==> config.mk <==
export PLATFORM = sky130hd
export DESIGN_NAME = dbell_cpl_report
export DESIGN_NICKNAME = d
export VERILOG_FILES = /design/src/rtl/dbc_pkg.sv /design/src/rtl/dbc_filter.sv /design/src/rtl/dbc_fifo.sv /design/src/rtl/dbc_irq.sv /design/src/rtl/dbell_cpl_report.sv
export SDC_FILE = /design/constraint.sdc
export NUM_CORES = 1
export LEC_CHECK = 0
export CORE_UTILIZATION = 45
export CTS_CLUSTER_DIAMETER = 60
export CTS_CLUSTER_SIZE = 25
export DETAILED_ROUTE_END_ITERATION = 8
export PLACE_DENSITY = 0.74
export SLEW_MARGIN = 20
export SYNTH_ARGS = -nofsm -noshare
export SYNTH_HDL_FRONTEND = slang
export SYNTH_HIERARCHICAL = 1
export SYNTH_SLANG_ARGS = --single-unit
==> constraint.sdc <==
create_clock -name clk -period 3 [get_ports clk]
set_input_delay 0.6 -clock clk [delete_from_list [all_inputs] [get_ports clk]]
set_output_delay 0.6 -clock clk [all_outputs]
set_load 0.01 [all_outputs]
==> src/rtl/dbc_pkg.sv <==
// Package dbc_pkg
// Shared constants and types for the doorbell completion reporting unit.
// Assumes byte offsets in the register window and a fixed 16-bit info field.
package dbc_pkg;

    localparam int unsigned DBC_INFO_W = 16;
    localparam int unsigned DBC_CODE_W = 2;

    localparam logic [7:0] OFF_CPL_DATA = 8'h14;
    localparam logic [7:0] OFF_CPL_STAT = 8'h18;
    localparam logic [7:0] OFF_FILTER   = 8'h1C;
    localparam logic [7:0] OFF_IRQ_EN   = 8'h20;
    localparam logic [7:0] OFF_IRQ_STS  = 8'h24;

    typedef enum logic [DBC_CODE_W-1:0] {
        CODE_DONE    = 2'b00,
        CODE_ERROR   = 2'b01,
        CODE_TIMEOUT = 2'b10,
        CODE_OTHER   = 2'b11
    } cpl_code_e;

    typedef struct packed {
        logic [DBC_INFO_W-1:0] info;
        cpl_code_e             code;
    } cpl_entry_t;

    // Interrupt bit positions
    localparam int unsigned IRQ_RX    = 0;
    localparam int unsigned IRQ_AVAIL = 1;
    localparam int unsigned IRQ_OVF   = 2;
    localparam int unsigned IRQ_N     = 3;

endpackage

==> src/rtl/dbc_filter.sv <==
// Module dbc_filter
// Decides whether an incoming completion is stored, based on its outcome class.
// Assumes a done code is class "success"; every other code is class "failure".
module dbc_filter
    import dbc_pkg::*;
(
    input  logic       cpl_valid,
    input  cpl_code_e  cpl_code,
    input  logic [1:0] keep_mask,   // [0] keep success, [1] keep failure
    output logic       accept
);

    logic is_success;

    // Classify the outcome and apply the matching keep bit.
    always_comb begin
        is_success = (cpl_code == CODE_DONE);
        accept     = cpl_valid && (is_success ? keep_mask[0] : keep_mask[1]);
    end

endmodule

==> src/rtl/dbc_fifo.sv <==
// Module dbc_fifo
// Circular-buffer FIFO of completion entries, first-word view at the head.
// Assumes the caller never pushes when full nor pops when empty.
module dbc_fifo
    import dbc_pkg::*;
#(
    parameter int unsigned DEPTH = 4
) (
    input  logic                     clk,
    input  logic                     rst_n,
    input  logic                     push,
    input  cpl_entry_t               din,
    input  logic                     pop,
    output cpl_entry_t               head,
    output logic                     empty,
    output logic                     full,
    output logic [$clog2(DEPTH+1)-1:0] count
);

    localparam int unsigned PTR_W = (DEPTH > 1) ? $clog2(DEPTH) : 1;
    localparam int unsigned CNT_W = $clog2(DEPTH+1);
    localparam logic [PTR_W-1:0] LAST_IDX = PTR_W'(DEPTH-1);

    cpl_entry_t       mem [DEPTH];
    logic [PTR_W-1:0] wr_ptr;
    logic [PTR_W-1:0] rd_ptr;
    logic [CNT_W-1:0] cnt_q;

    // Write the incoming entry into its slot.
    always_ff @(posedge clk) begin
        if (push) begin
            mem[wr_ptr] <= din;
        end
    end

    // Advance the pointers and the occupancy count.
    always_ff @(posedge clk) begin
        if (!rst_n) begin
            wr_ptr <= '0;
            rd_ptr <= '0;
            cnt_q  <= '0;
        end else begin
            if (push) begin
                wr_ptr <= (wr_ptr == LAST_IDX) ? '0 : wr_ptr + 1'b1;
            end
            if (pop) begin
                rd_ptr <= (rd_ptr == LAST_IDX) ? '0 : rd_ptr + 1'b1;
            end
            case ({push, pop})
                2'b10:   cnt_q <= cnt_q + 1'b1;
                2'b01:   cnt_q <= cnt_q - 1'b1;
                default: cnt_q <= cnt_q;
            endcase
        end
    end

    // Present the head entry and the level flags.
    always_comb begin
        head  = mem[rd_ptr];
        empty = (cnt_q == '0);
        full  = (cnt_q == CNT_W'(DEPTH));
        count = cnt_q;
    end

endmodule

==> src/rtl/dbc_irq.sv <==
// Module dbc_irq
// Interrupt enable and status registers, overflow-clear guard, and irq output.
// Assumes set events take priority over write-1-to-clear in the same cycle.
module dbc_irq
    import dbc_pkg::*;
(
    input  logic              clk,
    input  logic              rst_n,
    input  logic              set_rx,
    input  logic              set_avail,
    input  logic              set_ovf,
    input  logic              pop_evt,
    input  logic              en_wr,
    input  logic [IRQ_N-1:0]  en_wdata,
    input  logic              sts_wr,
    input  logic [IRQ_N-1:0]  sts_wdata,
    output logic [IRQ_N-1:0]  irq_en,
    output logic [IRQ_N-1:0]  irq_sts,
    output logic              drained,
    output logic              irq
);

    logic [IRQ_N-1:0] set_vec;
    logic [IRQ_N-1:0] clr_vec;

    // Gather set and clear requests; the overflow clear needs a drain first.
    always_comb begin
        set_vec            = '0;
        set_vec[IRQ_RX]    = set_rx;
        set_vec[IRQ_AVAIL] = set_avail;
        set_vec[IRQ_OVF]   = set_ovf;
        clr_vec            = sts_wr ? sts_wdata : '0;
        clr_vec[IRQ_OVF]   = clr_vec[IRQ_OVF] & drained;
    end

    // Enable register, plain read/write.
    always_ff @(posedge clk) begin
        if (!rst_n) begin
            irq_en <= '0;
        end else if (en_wr) begin
            irq_en <= en_wdata;
        end
    end

    // Status bits: set has priority over clear.
    always_ff @(posedge clk) begin
        if (!rst_n) begin
            irq_sts <= '0;
        end else begin
            irq_sts <= set_vec | (irq_sts & ~clr_vec);
        end
    end

    // Track whether an entry was removed since the last overflow.
    always_ff @(posedge clk) begin
        if (!rst_n) begin
            drained <= 1'b0;
        end else if (set_ovf) begin
            drained <= 1'b0;
        end else if (pop_evt) begin
            drained <= 1'b1;
        end
    end

    // Combine enabled sources into one request.
    always_comb begin
        irq = |(irq_sts & irq_en);
    end

endmodule

==> src/rtl/dbell_cpl_report.sv <==
// Module dbell_cpl_report
// Top of the doorbell completion reporting unit: register decode, filter,
// completion FIFO, last-outcome register and interrupt logic.
// Assumes single-cycle strobes and combinational read data qualified by reg_rd.
module dbell_cpl_report
    import dbc_pkg::*;
#(
    parameter int unsigned FIFO_DEPTH = 4,
    parameter int unsigned ADDR_W     = 8
) (
    input  logic              clk,
    input  logic              rst_n,
    input  logic              cpl_valid,
    input  logic [15:0]       cpl_info,
    input  logic [1:0]        cpl_code,
    input  logic              rx_strobe,
    input  logic [ADDR_W-1:0] reg_addr,
    input  logic              reg_wr,
    input  logic              reg_rd,
    input  logic [31:0]       reg_wdata,
    output logic [31:0]       reg_rdata,
    output logic              irq
);

    localparam int unsigned CNT_W = $clog2(FIFO_DEPTH+1);

    logic             sel_data, sel_stat, sel_filt, sel_en, sel_sts;
    logic [1:0]       keep_mask;
    logic             accept;
    logic             push_ok, ovf_evt, pop_ok, rd_empty;
    cpl_entry_t       in_entry, head;
    logic             fifo_empty, fifo_full;
    logic [CNT_W-1:0] fifo_cnt;
    cpl_code_e        last_code;
    logic [IRQ_N-1:0] irq_en, irq_sts;
    logic             drained;

    // Address decode.
    always_comb begin
        sel_data = (reg_addr == ADDR_W'(OFF_CPL_DATA));
        sel_stat = (reg_addr == ADDR_W'(OFF_CPL_STAT));
        sel_filt = (reg_addr == ADDR_W'(OFF_FILTER));
        sel_en   = (reg_addr == ADDR_W'(OFF_IRQ_EN));
        sel_sts  = (reg_addr == ADDR_W'(OFF_IRQ_STS));
    end

    dbc_filter u_filter (
        .cpl_valid (cpl_valid),
        .cpl_code  (cpl_code_e'(cpl_code)),
        .keep_mask (keep_mask),
        .accept    (accept)
    );

    // Qualify push, drop and pop events.
    always_comb begin
        in_entry.info = cpl_info;
        in_entry.code = cpl_code_e'(cpl_code);
        push_ok  = accept && !fifo_full;
        ovf_evt  = accept && fifo_full;
        pop_ok   = reg_rd && sel_data && !fifo_empty;
        rd_empty = reg_rd && sel_data && fifo_empty;
    end

    dbc_fifo #(.DEPTH(FIFO_DEPTH)) u_fifo (
        .clk   (clk),
        .rst_n (rst_n),
        .push  (push_ok),
        .din   (in_entry),
        .pop   (pop_ok),
        .head  (head),
        .empty (fifo_empty),
        .full  (fifo_full),
        .count (fifo_cnt)
    );

    // Filter control register.
    always_ff @(posedge clk) begin
        if (!rst_n) begin
            keep_mask <= '0;
        end else if (reg_wr && sel_filt) begin
            keep_mask <= reg_wdata[1:0];
        end
    end

    // Latch the outcome of each removed entry.
    always_ff @(posedge clk) begin
        if (!rst_n) begin
            last_code <= CODE_DONE;
        end else if (pop_ok) begin
            last_code <= head.code;
        end
    end

    dbc_irq u_irq (
        .clk       (clk),
        .rst_n     (rst_n),
        .set_rx    (rx_strobe),
        .set_avail (push_ok),
        .set_ovf   (ovf_evt),
        .pop_evt   (pop_ok),
        .en_wr     (reg_wr && sel_en),
        .en_wdata  (reg_wdata[IRQ_N-1:0]),
        .sts_wr    (reg_wr && sel_sts),
        .sts_wdata (reg_wdata[IRQ_N-1:0]),
        .irq_en    (irq_en),
        .irq_sts   (irq_sts),
        .drained   (drained),
        .irq       (irq)
    );

    // Read data multiplexer; reserved bits are zero.
    always_comb begin
        reg_rdata = '0;
        if (reg_rd) begin
            if (sel_data && !fifo_empty) reg_rdata[DBC_INFO_W-1:0] = head.info;
            if (sel_stat)                reg_rdata[1:0]            = last_code;
            if (sel_filt)                reg_rdata[1:0]            = keep_mask;
            if (sel_en)                  reg_rdata[IRQ_N-1:0]      = irq_en;
            if (sel_sts)                 reg_rdata[IRQ_N-1:0]      = irq_sts;
        end
    end

endmodule

# Yosys cells after proc, flatten, opt, wreduce, memory -nomap -nowiden
# Memories as Yosys holds them, arrays and structs flattened. A register that Yosys moved wholly into a read port is not among the register bits.
# Cells that the tools add are included.
# word_totals
regBits	18
input_bits	64
memories	1
ram_bits	72
# classes
bitwise_logic	6
addsub	4
n_reduce_logical	16
eq_ne	10
n_mux	15
# memory_table
memory	words	width	rd	rd_clocked_by_memory_dff	wr	line	text
u_fifo.mem	4	18	1	1	1	dbc_fifo.sv:24	cpl_entry_t mem [DEPTH];
# ops
operator	n
16-bit two-way mux	2
8-bit by 5-bit equality test with 1-bit output (second input constant)	3
8-bit by 6-bit equality test with 1-bit output (second input constant)	2
2-bit two-way mux	6
1-bit logical AND	9
3-bit two-way mux	3
3-bit bitwise AND	2
2-bit equality test (second input constant)	3
3-bit case mux with 2 select lines	1
2-bit by 1-bit adder with 2-bit output (second input constant)	2
3-bit by 1-bit adder with 3-bit output (second input constant)	1
3-bit equality test (second input constant)	1
3-bit logical NOT	1
1-bit two-way mux	3
3-bit NOT	1
3-bit bitwise OR	1
3-bit OR reduction	1
3-bit by 1-bit subtractor with 3-bit output (second input constant)	1
2-bit by 1-bit equality test with 1-bit output (second input constant)	1
1-bit logical NOT	2
2-bit logical NOT	1
2-bit nonzero test	1
2-bit OR reduction	1
1-bit bitwise AND	1
1-bit NOT	1

# Logic depth before layout (Yosys ltp)
# Gate-level depths: netlist (run 1).
# depth
word_depth	9
mapped_depth	11
ltp_nobuf	10

# By module
# Netlist (run 1), hierarchy kept.
# modules_own_cells
module	cells_each	instances	area_per_inst_um2
dbc_fifo	141	1	3103.0
dbell_cpl_report	84	1	653.1
dbc_irq	25	1	260.2
dbc_filter	3	1	18.8

# Worst setup path after synthesis (run 1)
# No wires, ideal clock.
# synth_path
path_type	input to register
startpoint	input reg_addr[1]
endpoint	register u_fifo.cnt_q[2], in the netlist u_fifo/count[2]
slack_ps	357
arrival_time_ps	2568
cell_stages	10
n_path_buf	2
required_ps	2924
path_cell_list	nor4_4 > and4_1 > buf_6 > buf_6 > ha_1 > inv_1 > fa_1 > xor2_1 > or3_1 > a21boi_0
# synth_via
elab_chain_len	5
# synth_rtl
item	line	text
start: declaration	dbell_cpl_report.sv:17	input logic [ADDR_W-1:0] reg_addr,
8-bit by 5-bit equality test with 1-bit output (*)	dbell_cpl_report.sv:40	sel_data = (reg_addr == ADDR_W'(OFF_CPL_DATA));
1-bit logical AND (*)	n/a	
1-bit logical AND (*)	dbell_cpl_report.sv:60	pop_ok = reg_rd && sel_data && !fifo_empty;
named net pop_ok	dbell_cpl_report.sv:30	logic push_ok, ovf_evt, pop_ok, rd_empty;
2-bit by 1-bit equality test with 1-bit output or 2-bit equality test (tied branches)	dbc_fifo.sv:49	case ({push, pop})
3-bit case mux with 2 select lines or 2-bit nonzero test (tied branches)	n/a	
end signal: assignment	dbc_fifo.sv:50	2'b10: cnt_q <= cnt_q + 1'b1;
end signal: assignment	dbc_fifo.sv:51	2'b01: cnt_q <= cnt_q - 1'b1;
end signal: assignment	dbc_fifo.sv:52	default: cnt_q <= cnt_q;
end: declaration	dbc_fifo.sv:27	logic [CNT_W-1:0] cnt_q;
# The timed path passes the listed nets; every way through them passes the cells marked *.
# A chain may end at the register's enable or synchronous reset.

# Worst setup path in the final report (run 1)
# layout_path
startpoint	input reg_addr[3]
endpoint	output reg_rdata[2]
# layout_via
elab_chain_len	6
# layout_rtl
item	line	text
8-bit by 5-bit equality test with 1-bit output	dbell_cpl_report.sv:40	
1-bit logical AND	dbell_cpl_report.sv:115	if (sel_data && !fifo_empty) reg_rdata[DBC_INFO_W-1:0] = head.info;
16-bit two-way mux	dbell_cpl_report.sv:115	
3-bit two-way mux	dbell_cpl_report.sv:118	if (sel_en) reg_rdata[IRQ_N-1:0] = irq_en;
3-bit two-way mux (*)	dbell_cpl_report.sv:119	if (sel_sts) reg_rdata[IRQ_N-1:0] = irq_sts;
16-bit two-way mux (*)	dbell_cpl_report.sv:114	if (reg_rd) begin
end: declaration	dbell_cpl_report.sv:21	output logic [31:0] reg_rdata,
# Every way passes the cells marked *; elsewhere a longest branch is shown, timed or not.

==> results.sh, run 1 <==
export IMPL_worstPathArrival_ns=2.26
export IMPL_nNetsFinal=400
export IMPL_antenna_found_initial=0
export IMPL_gp_congestion=0.806
export IMPL_clock_latency_ns=0.35
export IMPL_synthCells=253
export IMPL_max_freq_ghz=0.349
export IMPL_final_setup_viol_count=0
export IMPL_first_pass_iters=4
export IMPL_crit_fanout=3
export IMPL_grt_pass1_vias=2351
export IMPL_finalCritPeriodShare_pct=95.4
export IMPL_clockBufferDepth=2
export IMPL_syn_area_um2=4040
export IMPL_grt_pass1_wl_mm=11.9
export IMPL_row_count=34
export IMPL_grt_max_degree=23
export IMPL_avgSynthCellArea_um2=15.9
export IMPL_min_path_type="reg -> reg"
export IMPL_status="completed"
export IMPL_crit_path_start_kind="primary input"
export IMPL_cts_clk_slew_worst_paths_ns=0.07
export IMPL_ys_async_sr_fraction_pct=0
export IMPL_worst_endpoint_required_ns=2.40
export IMPL_cts_resized=19
export IMPL_drv_cap=0
export IMPL_r2r_slack_ns=0.45
export IMPL_core_um2=8720
export IMPL_cts_tree="done"
export IMPL_cts_buffers=9
export IMPL_yosys_register_bits=92
export IMPL_remaining_drc_errors=0
export IMPL_wl_per_cell_um=16.4
export IMPL_synth_cell_types=46
export IMPL_rsz0062_at_grt="no"
export IMPL_post_cts_buffers=0
export IMPL_cp_end_kind="output pin"
export IMPL_fin_crit_ns=2.86
export IMPL_areaGrowthSynthToFinish_pct=22.1
export IMPL_ys_warn_count=6
export IMPL_antenna_cells=0
export IMPL_htreeDepth=3
export IMPL_whs_ns=0.463
export IMPL_initial_core_util_pct=46.3
export IMPL_synthFlopType="edfxtp_1"
export IMPL_drive_gt1_share_pct=16.5
export IMPL_ctsHoldBuffers=0
export IMPL_dieWidth_um=96.7
export IMPL_finClkSkew_ns=0.0162
export IMPL_ir_drop_mv=0.331
export IMPL_worst_pin_slew_ns=0.719
export IMPL_wirelength_mm=7.24
export IMPL_hold_viol=0
export IMPL_grt_usage_pct=16.5
export IMPL_vias_per_cell=5.28
export IMPL_cts_sinks=92
export IMPL_drtIter0Drc=116
export IMPL_port_buffers=51
export IMPL_cts_root_buf="clkbuf_8"
export IMPL_ioPinCount=97
export IMPL_vias=2327
export IMPL_synth_seq_area_share_pct=63.5
export IMPL_synth_edf_count=72
export IMPL_p_leak_nw=1.76
export IMPL_grt_overflow=0
export IMPL_antenna_left=0
export IMPL_p_per_area_nw_per_um2=472
export IMPL_die_area_um2=9350
export IMPL_p_total_mw=2.33
export IMPL_dp_final_hpwl_mm=4.82
export IMPL_maxSlewViolCount=0
export IMPL_worst_setup_path_type="in -> out"
export IMPL_slew_headroom_pct=51.9
export IMPL_die_h_um=96.7
stage by stage:
step	area [µm²]	setup TNS, ns	util (%)	std cells	setup WS [ns]
after floorplan	4090	0	-	268	0.357
after CTS	4930	0	56.5	441	0.132
after global placement	4740	-2.35	54.4	426	-0.186
after global routing	4930	0	56.5	441	0.0574
after detailed placement	4740	-2.37	54.4	426	-0.232
final	4930	0	56.5	441	0.137
layout by cell type (no fill, tap or decap), types with 6 or more instances in the layout:
cell,synthesis,layout
buf_4,16,21
and2_1,20,20
nor2b_1,9,9
clkbuf_8,0,9
edfxtp_1,72,72
conb_1,1,16
mux4_1,8,8
mux2i_1,9,9
clkdlybuf4s50_1,0,33
dfxtp_1,20,20
mux4_2,10,10
ha_1,6,6
dlygate4sd2_1,0,18
nand2_1,10,10
inv_1,12,12
o21ai_0,6,6
worst max-delay path: stages:
cell and delay, ns:
clkdlybuf4s50_1 0.47, buf_4 0.17, or3b_1 0.38, o311ai_0 0.28, a21oi_1 0.07, dlygate4sd2_1 0.29
layout make-up:
type / instances / area, µm²
fill: 682 / 3790
timing repair buffer: 74 / 686
inverter: 12 / 45.0
clock buffer: 10 / 128
sequential: 92 / 2560
clock inverter: 5 / 77.6
multi-input combinational: 140 / 1290
tap: 108 / 135
final timing paths:
| kind | endpoint | start | depth (start not counted) |
|---|---|---|---|
| max | reg_rdata[2] | reg_addr[3] | 6 |
| min | last_code[1]$_SDFFE_PN0P_ | last_code[1]$_SDFFE_PN0P_ | 2 |
| max reg2reg | u_fifo/count[2]$_SDFFE_PN0P_ | u_fifo/count[0]$_SDFFE_PN0P_ | 10 |
| min reg2reg | last_code[1]$_SDFFE_PN0P_ | last_code[1]$_SDFFE_PN0P_ | 2 |
power by group:
part,switching [mW],total (mW),internal (mW)
Sequential,0.000854,1.37,1.37
Combinational,0.0472,0.101,0.0541
Clock,0.391,0.853,0.462
registers in the layout, indices dropped and copies added (netlist names), named ones only:
| signal | flops |
|---|---|
| keep_mask | 2 |
| last_code | 2 |
| u_irq/irq_en | 3 |
| u_fifo/mem | 72 |
| u_irq/irq_sts | 3 |
| u_irq/drained | 1 |
| u_fifo/count | 3 |
| u_fifo/rd_ptr | 2 |
| u_fifo/wr_ptr | 2 |
Yosys cell counts, types with 2 or more instances:
| library cell | instances | area (µm²) |
|---|---|---|
| or2_2 | 2 | 12.5 |
| edfxtp_1 | 72 | 2160 |
| nor2_1 | 2 | 7.51 |
| a21oi_1 | 2 | 10.0 |
| mux4_1 | 8 | 210 |
| nand2_1 | 10 | 37.5 |
| mux2i_1 | 9 | 90.1 |
| a211oi_1 | 2 | 15.0 |
| buf_4 | 16 | 120 |
| o21ai_0 | 6 | 30.0 |
| nand3_1 | 4 | 20.0 |
| nor3_1 | 3 | 15.0 |
| ha_1 | 6 | 75.1 |
| o211ai_1 | 3 | 22.5 |
| nor3b_1 | 3 | 22.5 |
| nor2b_1 | 9 | 56.3 |
| dfxtp_1 | 20 | 400 |
| mux4_2 | 10 | 225 |
| and2_1 | 20 | 125 |
| buf_6 | 3 | 33.8 |
| buf_2 | 3 | 15.0 |
| inv_1 | 12 | 45.0 |
| mux2_2 | 2 | 22.5 |
| a31oi_1 | 4 | 25.0 |
per-layer routing:
metal  vias up  part of all wire [%]  global-route usage (%)
met4         0                   2.4                    7.35
met3        18                   5.3                    3.54
met5         -                     0                       0
met1      1142                    46                    22.5
li1       1082                     -                       -
met2        85                    47                    25.5
kinds of logic (layout without fill, tap and decap cells):
family / Yosys count / after routing / synth area share (%)
mux: 29 / 29 / 13.6
buf+inv: 36 / 101 / 5.89
other cells: 1 / 16 / 0.0929
fa+ha+maj: 7 / 7 / 2.36
compound gates: 24 / 24 / 4.03
simple gates: 62 / 62 / 10.1
xor+xnor: 2 / 2 / 0.434
flops: 92 / 92 / 63.5
(Power assumes the default switching activity.)
==> run 2, diff against run 1 <==
Settings changed: SKIP_LAST_GASP from default to 1.
==> results of run 2 <==
The final DEF is identical to that of run 1; final timing and power are the same.
==> run 3, diff against run 2 <==
Settings changed: CORE_UTILIZATION 45 to 41, PLACE_DENSITY 0.74 to 0.68, SETUP_SLACK_MARGIN from default to 0.2.
==> results.sh, run 3 (synthesis gave the netlist of run 1 again) <==
export IMPL_status="completed"
export IMPL_antenna_left=0
export IMPL_cts_root_buf="clkbuf_8"
export IMPL_antenna_found_initial=0
export IMPL_final_setup_viol_count=0
export IMPL_path_buf_inv=3
export IMPL_grt_pass1_wl_mm=11.3
export IMPL_min_path_type="reg -> reg"
export IMPL_drive_gt1_share_pct=21.4
export IMPL_cts_sinks=92
export IMPL_setup_ws_ns=0.272
export IMPL_die_h_um=101
export IMPL_cpLargestDelayFamily="buffers and inverters"
export IMPL_clockBufferDepth=2
export IMPL_grt_pass1_vias=2244
export IMPL_core_um2=9370
export IMPL_cpPeakStageDelay_ns=0.48
export IMPL_path_cells="clkdlybuf4s50_1, nor4b_4, and4_4, buf_12, and2_1, dlygate4sd2_1"
export IMPL_cts_buffers=9
export IMPL_row_count=35
export IMPL_fin_crit_ns=2.73
export IMPL_vias=2289
export IMPL_worst_pin_slew_ns=0.709
export IMPL_finClkSkew_ns=0.0102
export IMPL_layout_common_cells="edfxtp_1 (72), clkdlybuf4s50_1 (29), and2_1 (20), dfxtp_1 (20), buf_4 (19)"
export IMPL_largest_reg_flops=72
export IMPL_wirelength_mm=7.22
export IMPL_p_per_area_nw_per_um2=451
export IMPL_initial_core_util_pct=43.1
export IMPL_grt_max_degree=23
export IMPL_gp_congestion=0.834
export IMPL_crit_fanout=10
export IMPL_htreeDepth=3
export IMPL_cp_end_kind="output pin"
export IMPL_dp_final_hpwl_mm=4.83
export IMPL_grt_usage_pct=15.1
export IMPL_crit_slowest_cell="clkdlybuf4s50_1"
export IMPL_ir_drop_mv=0.415
export IMPL_nNetsFinal=402
export IMPL_die_area_um2=10200
export IMPL_cts_tree="done"
export IMPL_worst_setup_path_type="in -> out"
export IMPL_drv_cap=0
export IMPL_final_common_cell="edfxtp_1"
export IMPL_vias_per_cell=4.92
export IMPL_fillers=785
export IMPL_clock_latency_ns=0.35
export IMPL_fin_setup_tns_ns=0
export IMPL_remaining_drc_errors=0
export IMPL_hold_viol=0
export IMPL_first_pass_iters=4
export IMPL_ctsHoldBuffers=0
export IMPL_maxSlewViolCount=0
export IMPL_finalCritPeriodShare_pct=90.9
export IMPL_wl_per_cell_um=15.5
export IMPL_cts_clk_slew_worst_paths_ns=0.08
export IMPL_worst_endpoint_required_ns=2.40
export IMPL_worstPathArrival_ns=2.13
export IMPL_port_buffers=51
export IMPL_grt_overflow=0
export IMPL_rsz0062_at_grt="no"
export IMPL_antenna_cells=0
export IMPL_crit_path_start_kind="primary input"
export IMPL_max_freq_ghz=0.367
export IMPL_regMostFlops="u_fifo/mem"
export IMPL_p_total_mw=2.27
export IMPL_areaGrowthSynthToFinish_pct=24.6
export IMPL_slew_headroom_pct=52.6
export IMPL_drtIter0Drc=114
export IMPL_ioPinCount=97
export IMPL_pre_cts_ws_ns=-0.204
export IMPL_p_leak_nw=1.74
export IMPL_dieWidth_um=101
## run 3: per-stage QoR
| stage | util (%) | area, µm² | std cells | hold WS (ns) |
|---|---|---|---|---|
| 3_5_place_dp | 51.3 | 4810 | 447 | 0.453 |
| 6_report | 53.7 | 5030 | 465 | 0.463 |
| 4_1_cts | 53.6 | 5020 | 465 | 0.469 |
| 3_3_place_gp | 51.3 | 4810 | 447 | 0.445 |
| 5_1_grt | 53.7 | 5030 | 465 | 0.494 |
| 2_1_floorplan | - | 4090 | 268 | 0.430 |
## run 3: worst min-delay path, stage by stage (launching register included)
cell     delay (ns)
dfxtp_1        0.31
nand2_1        0.05
mux2i_1        0.05
## run 3: power by group
part	internal (mW)	switching (mW)
sequential	1.37	0.000766
clock	0.388	0.409
combinational	0.0534	0.0488
total	1.81	0.459
## run 3: routing by layer
metal  up-vias  GRT usage, %  wire length [µm]
li1       1086             -                 -
met4         0          3.34                73
met3        10          4.55               370
met1      1118          18.6              3150
met2        75          26.4              3620
met5         -             0                 0
## run 3: worst paths after layout
| kind | slack (ns) | cells after the start | start | endpoint |
|---|---|---|---|---|
| min reg2reg | 0.46 | 2 | last_code[0]$_SDFFE_PN0P_ | last_code[0]$_SDFFE_PN0P_ |
| min | 0.46 | 2 | last_code[0]$_SDFFE_PN0P_ | last_code[0]$_SDFFE_PN0P_ |
| max | 0.27 | 6 | reg_addr[4] | reg_rdata[7] |
| max reg2reg | 0.48 | 10 | u_fifo/count[0]$_SDFFE_PN0P_ | u_fifo/count[2]$_SDFFE_PN0P_ |
## run 3: final cells by class
type / instances / area, µm² / area share [%]
Clock buffer: 9 / 124 / 2.46
Clock inverter: 7 / 72.6 / 1.44
Inverter: 12 / 45.0 / 0.896
Multi-Input combinational cell: 140 / 1320 / 26.3
Sequential cell: 92 / 2560 / 51.0
Tap cell: 129 / 161 / 3.21
Timing Repair Buffer: 76 / 739 / 14.7
## run 3: repair_timing
action / CTS / global route
pin swaps: 5 / 1
setup endpoints to repair: 17 / 13
resized for setup: 34 / 23
setup buffers: 1 / 0
gates cloned: 1 / 0
